==> src/rtl/etts_pkg.sv <==
package etts_pkg;
  localparam int N_CH_DEF    = 2;
  localparam int TW_DEF      = 64;
  localparam int SYNC_DEF    = 2;
endpackage

==> src/rtl/etts_edge_sync.sv <==
module etts_edge_sync #(
  parameter int STAGES = 2
) (
  input  logic clk_i,
  input  logic rst_ni,
  input  logic trig_i,
  input  logic pol_i,
  output logic edge_o
);
  // sh[STAGES-1] is the synchronised level, sh[STAGES] its previous value
  logic [STAGES:0] sh_q;

  always_ff @(posedge clk_i or negedge rst_ni) begin
    if (!rst_ni) sh_q <= '0;
    else         sh_q <= {sh_q[STAGES-1:0], trig_i};
  end

  logic rise, fall;
  assign rise   =  sh_q[STAGES-1] & ~sh_q[STAGES];
  assign fall   = ~sh_q[STAGES-1] &  sh_q[STAGES];
  assign edge_o = pol_i ? fall : rise;

  AST_EDGE_SINGLE: assert property (@(posedge clk_i) disable iff (!rst_ni)
    edge_o |=> !edge_o);
endmodule

==> src/rtl/etts_chan.sv <==
module etts_chan #(
  parameter int TW = 64
) (
  input  logic            clk_i,
  input  logic            rst_ni,
  input  logic            edge_i,
  input  logic            en_i,
  input  logic            mask_i,
  input  logic            ack_i,
  input  logic            rd_hi_i,
  input  logic            rd_lo_i,
  input  logic [TW-1:0]   time_i,
  output logic [TW/2-1:0] hi_o,
  output logic [TW/2-1:0] lo_o,
  output logic            evt_o
);
  localparam int HW = TW / 2;

  logic [TW-1:0] cap_q;
  logic [HW-1:0] lo_shadow_q;
  logic          lock_q, evt_q, fire;

  assign fire = edge_i & en_i;

  always_ff @(posedge clk_i or negedge rst_ni) begin
    if (!rst_ni)   cap_q <= '0;
    else if (fire) cap_q <= time_i;
  end

  // set has priority over acknowledge
  always_ff @(posedge clk_i or negedge rst_ni) begin
    if (!rst_ni)               evt_q <= 1'b0;
    else if (fire && mask_i)   evt_q <= 1'b1;
    else if (ack_i)            evt_q <= 1'b0;
  end

  // freeze low word between high and low reads
  always_ff @(posedge clk_i or negedge rst_ni) begin
    if (!rst_ni) begin
      lock_q      <= 1'b0;
      lo_shadow_q <= '0;
    end else if (rd_hi_i) begin
      lock_q      <= 1'b1;
      lo_shadow_q <= cap_q[HW-1:0];
    end else if (rd_lo_i) begin
      lock_q      <= 1'b0;
    end
  end

  assign hi_o  = cap_q[TW-1:HW];
  assign lo_o  = lock_q ? lo_shadow_q : cap_q[HW-1:0];
  assign evt_o = evt_q;

  AST_EVT_SOURCE: assert property (@(posedge clk_i) disable iff (!rst_ni)
    $rose(evt_o) |-> $past(edge_i && en_i && mask_i));
  AST_ACK_CLEAR: assert property (@(posedge clk_i) disable iff (!rst_ni)
    (ack_i && !(edge_i && en_i)) |=> !evt_o);
  AST_HOLD_DISABLED: assert property (@(posedge clk_i) disable iff (!rst_ni)
    !en_i |=> $stable(hi_o));
  AST_LO_FROZEN: assert property (@(posedge clk_i) disable iff (!rst_ni)
    (lock_q && !rd_hi_i && !rd_lo_i) |=> $stable(lo_o));
endmodule

==> src/rtl/etts_capture.sv <==
module etts_capture
  import etts_pkg::*;
#(
  parameter int N_CH   = N_CH_DEF,
  parameter int TW     = TW_DEF,
  parameter int STAGES = SYNC_DEF
) (
  input  logic                      clk_i,
  input  logic                      rst_ni,
  input  logic [N_CH-1:0]           trig_i,
  input  logic [TW-1:0]             time_i,
  input  logic                      tmr_en_i,
  input  logic [N_CH-1:0]           edge_pol_i,
  input  logic [N_CH-1:0]           evt_en_i,
  input  logic [N_CH-1:0]           ack_i,
  input  logic [N_CH-1:0]           rd_hi_i,
  input  logic [N_CH-1:0]           rd_lo_i,
  output logic [N_CH-1:0][TW/2-1:0] cap_hi_o,
  output logic [N_CH-1:0][TW/2-1:0] cap_lo_o,
  output logic [N_CH-1:0]           evt_o
);
  logic [N_CH-1:0] edge_det;

  for (genvar c = 0; c < N_CH; c++) begin : g_ch
    etts_edge_sync #(.STAGES(STAGES)) u_sync (
      .clk_i  (clk_i),
      .rst_ni (rst_ni),
      .trig_i (trig_i[c]),
      .pol_i  (edge_pol_i[c]),
      .edge_o (edge_det[c])
    );
    etts_chan #(.TW(TW)) u_chan (
      .clk_i   (clk_i),
      .rst_ni  (rst_ni),
      .edge_i  (edge_det[c]),
      .en_i    (tmr_en_i),
      .mask_i  (evt_en_i[c]),
      .ack_i   (ack_i[c]),
      .rd_hi_i (rd_hi_i[c]),
      .rd_lo_i (rd_lo_i[c]),
      .time_i  (time_i),
      .hi_o    (cap_hi_o[c]),
      .lo_o    (cap_lo_o[c]),
      .evt_o   (evt_o[c])
    );
  end
endmodule

==> config.mk <==
export PLATFORM = sky130hd
export DESIGN_NAME = etts_capture
export DESIGN_NICKNAME = d
export VERILOG_FILES = /design/src/rtl/etts_pkg.sv /design/src/rtl/etts_edge_sync.sv /design/src/rtl/etts_chan.sv /design/src/rtl/etts_capture.sv
export SDC_FILE = /design/constraint.sdc
export NUM_CORES = 1
export LEC_CHECK = 0
export CAP_MARGIN = 10
export CORE_ASPECT_RATIO = 1.25
export CORE_MARGIN = 1
export CORE_UTILIZATION = 51
export CTS_CLUSTER_SIZE = 20
export DETAILED_ROUTE_END_ITERATION = 6
export GPL_TIMING_DRIVEN = 0
export PLACE_DENSITY = 0.81
export SYNTH_ARGS = -nofsm -noshare
export SYNTH_HDL_FRONTEND = slang
export SYNTH_SLANG_ARGS = --single-unit
==> constraint.sdc <==
create_clock -name clk_i -period 1.9 [get_ports clk_i]
set_input_delay 0.475 -clock clk_i [delete_from_list [all_inputs] [get_ports clk_i]]
set_output_delay 0.475 -clock clk_i [all_outputs]
set_load 0.005 [all_outputs]
==> metrics.md, run 1 <==
| Metric | Value |
|---|---|
| Status | finished, violations left |
| Failing checks | negative hold slack, negative setup slack |
| Final nets | 929 |
| Post-Syn Instances | around 570 |
| Required @ worst endpoint | ~1400 ps |
| Max_slew headroom | around 50% |
| Critical Path Most Common Cell | buf_12 |
| Insertion delay to the later sink of the worst-skew pair | just under 500 ps |
| CP startpoint kind | flip-flop |
| Crit-path max cell delay | 430 ps |
| IO Port Bufs | between 200 and 250 |
| Post-synth top area share | 54.82% |
| Total CTS buffers | 21 |
| Post-DP Area | 11600 µm² |
| Area leader, netlist | dfrtp_1 |
| Reg2reg path depth | 5 |
| # rows | 54 |
| Slew @ Worst Pin | around 750 ps |
| Library cells used by synthesis | 14 |
| CTS root buffer | clkbuf_16 |
| R2r endpoint | g_ch[1].u_chan.cap_q[22] |
| I/O pins | about 210 |
| Lkg Pwr | roughly 6 nW |
| Clock Sinks | 202 |
| Max capacitance violation total | 0 |
| Reg2reg start | g_ch[1].u_sync.sh_q[1] |
| # DRC | 0 |
| Post-DP HPWL | ~14000 µm |
| Layout cells sized above 1 | 58.60% |
| Die W | ~120 µm |
| Initial Util | 52.49% |
| Clock slew at reported path FFs | approximately 60 ps |
| Post-route ant nets | 0 |
| Crit path cell chain | buf_12, buf_12, buf_16, mux2_4, buf_6 |
| Initial antenna violation count | 0 |
| Die area | 18630 µm² |
| Clk_skew | between 6 and 7 ps |
| PD cells | 1136 nW/µm² |
| Final setup viols | 64 |
| Total gr overflow | 0 |
| Final hold viol count | 2 |
| CP delay by family, top | buffers and inverters |
| Final period util | 116.6% |
| Final min period | 2216 ps |
| Hold WS | -7.499 ps |
| CP max FO | 5 |
| # H-tree levels | 1 |
| Worst path arrival time | between 1500 and 2000 ps |
| Die Y | 152.3 µm |
| Vias in the first global route | around 6200 |
| CP bufs+invs | 4 |
| GRT Util Overall | 23.03% |
| First-pass GRT wire length | roughly 34000 µm |
| Post-layout util | approximately three quarters |
| Synth warn | 0 |
| Final WS setup | -315.7 ps |
| Top post-synthesis cells by area | dfrtp_1, mux2_2, mux2_4 |
| CP max stage cell | dfrtp_2 |
| Setup crit end kind | primary output |
| Slew Viols, Final | 0 |
| Cts hold-fix bufs | 0 |
| Peak VDD IR | about 0.00084 V |
| First-pass detailed-route iteration total | 4 |
| Area growth syn-to-layout | 39.51% |
| Hold crit path type | in2async |
| GP Congestion | ~0.76 |
| RSZ-0062 raised after global routing | true |
| Highest Clock Rate | around 0.45 GHz |
| Wire per inst | just under 20 µm |
| Total power | roughly 0.015 W |
| Total number of vias | about 5400 |
| Iter 0 DRT Violations | slightly below 200 |
| Sequential share of the synthesized area | a little over half |
| Max clock buf depth | 3 |
| Antenna cell count | 0 |
| R2R setup slack | between 400 and 500 ps |
| Vias per cell | about 5 |
| Mapped Avg Cell Area | between 15 and 20 µm² |
| CP Class | reg2out |
| Total core area | roughly 18000 µm² |
| CTS tree | yes |
| Pin count of the biggest net entering global routing | 106 |
| Finished Cell Area | approximately 13000 µm² |
| Mapped cell area | a little over 9000 µm² |
| Flops & latches, synth | about 200 |
| Syn_nets | between 600 and 700 |
| Post-Route WL | about 21000 µm |
[Yosys cell counts]
cell         n
mux2_2     158
a21o_1       2
clkbuf_1     4
buf_2       12
inv_1        4
dfrtp_1    202
buf_12      10
buf_4       68
buf_8        2
nand4bb_1    2
a22o_1       2
mux2_4      98
nand2_2      2
nand4b_1     2
[cell type report]
type                    instances  area, µm²
plain buffers                  94      888.4
clock buffers                  27      598.1
clock inverters                 6      105.1
fillers                      1173       4702
inverters                       4      15.01
multi-input cells             266       3407
flip-flops and latches        202       5057
well taps                     224      280.3
repair buffers                261       2514
[layer usage]
metal,vias up,global-route usage [%],share of wire [%]
met5,-,0,0
met4,0,6.272,2.2
met3,31,4.079,4.8
met2,131,42.08,54
met1,2786,27.22,39
li1,2483,-,-
[how the worst max path moves through the flow]
| stage | startpoint | end | slack, ps | cells after the start |
|---|---|---|---|---|
| 4_1_cts | g_ch[1].u_chan.lock_q | cap_lo_o[45] | -320 | 5 |
| 2_1_floorplan | g_ch[0].u_chan.lock_q | cap_lo_o[10] | 350 | 3 |
| 6_report | g_ch[1].u_chan.lock_q | cap_lo_o[45] | -320 | 5 |
| 5_1_grt | g_ch[1].u_chan.lock_q | cap_lo_o[60] | -350 | 5 |
| 3_3_place_gp | rst_ni | g_ch[1].u_chan.cap_q[18] | -7380 | 1 |
| 3_5_place_dp | g_ch[1].u_chan.lock_q | cap_lo_o[60] | -430 | 4 |
[sequential cells by signal, indices dropped and copies added (netlist names)]
| signal | count |
|---|---|
| g_ch.u_sync.sh_q | 6 |
| g_ch.u_chan.lo_shadow_q | 64 |
| g_ch.u_chan.evt_o | 2 |
| g_ch.u_chan.cap_q | 128 |
| g_ch.u_chan.lock_q | 2 |
[placed cells by master, fill, tap and decap left out]
master,synthesis,layout
dfrtp_2,0,2
dfrtp_1,202,200
buf_6,0,49
buf_16,0,5
dlygate4sd2_1,0,66
clkbuf_1,4,3
clkbuf_2,0,3
a22o_1,2,2
nand4bb_1,2,2
a21o_1,2,2
clkdlybuf4s50_1,0,75
nand4b_1,2,2
clkbuf_8,0,5
buf_4,68,102
inv_1,4,4
bufinv_16,0,3
mux2_2,158,139
nand2_2,2,2
clkinv_2,0,3
buf_8,2,6
buf_2,12,29
buf_12,10,18
clkbuf_16,0,21
mux2_4,98,117
[cell families (layout without fill, tap and decap cells)]
logic type | count (synthesis) | in the layout | synth area share, %
mux | 256 | 256 | 35.25
flops | 202 | 202 | 54.82
buf+inv | 100 | 392 | 9.009
simple gates | 6 | 6 | 0.5699
compound gates | 4 | 4 | 0.3528
[stage by stage]
step	setup WS (ps)	setup TNS (ps)	hold slack (ps)	cells
after global routing	-349.0	-17800	52.41	1084
after detailed placement	-429.8	-36470	334.7	999
after floorplan	346.9	0	179.4	568
final	-315.7	-15630	-7.499	1084
after CTS	-321.4	-15880	34.36	1078
after global placement	-7385	-1520520	333.8	998
[power by group]
| part | internal (W) | total (W) | switching (W) |
|---|---|---|---|
| combinational | 0.00308 | 0.00443 | 0.00135 |
| clock | 0.00260 | 0.00422 | 0.00162 |
| sequential | 0.00533 | 0.00596 | 0.000631 |
| total | 0.0110 | 0.0146 | 0.00360 |
[repair_timing]
| action | in CTS | in global routing |
|---|---|---|
| setup endpoints to repair | 130 | 64 |
| resized for setup | 381 | 35 |
| gates cloned | 5 | 0 |
| buffers inserted | 43 | 7 |
No activity file was read; power rests on OpenSTA's default activity.
==> inputs of run 2 (changes only) <==
- GPL_ROUTABILITY_DRIVEN: unset -> 1
==> results of run 2 <==
The final DEF is identical to that of run 1; final timing and power are the same.
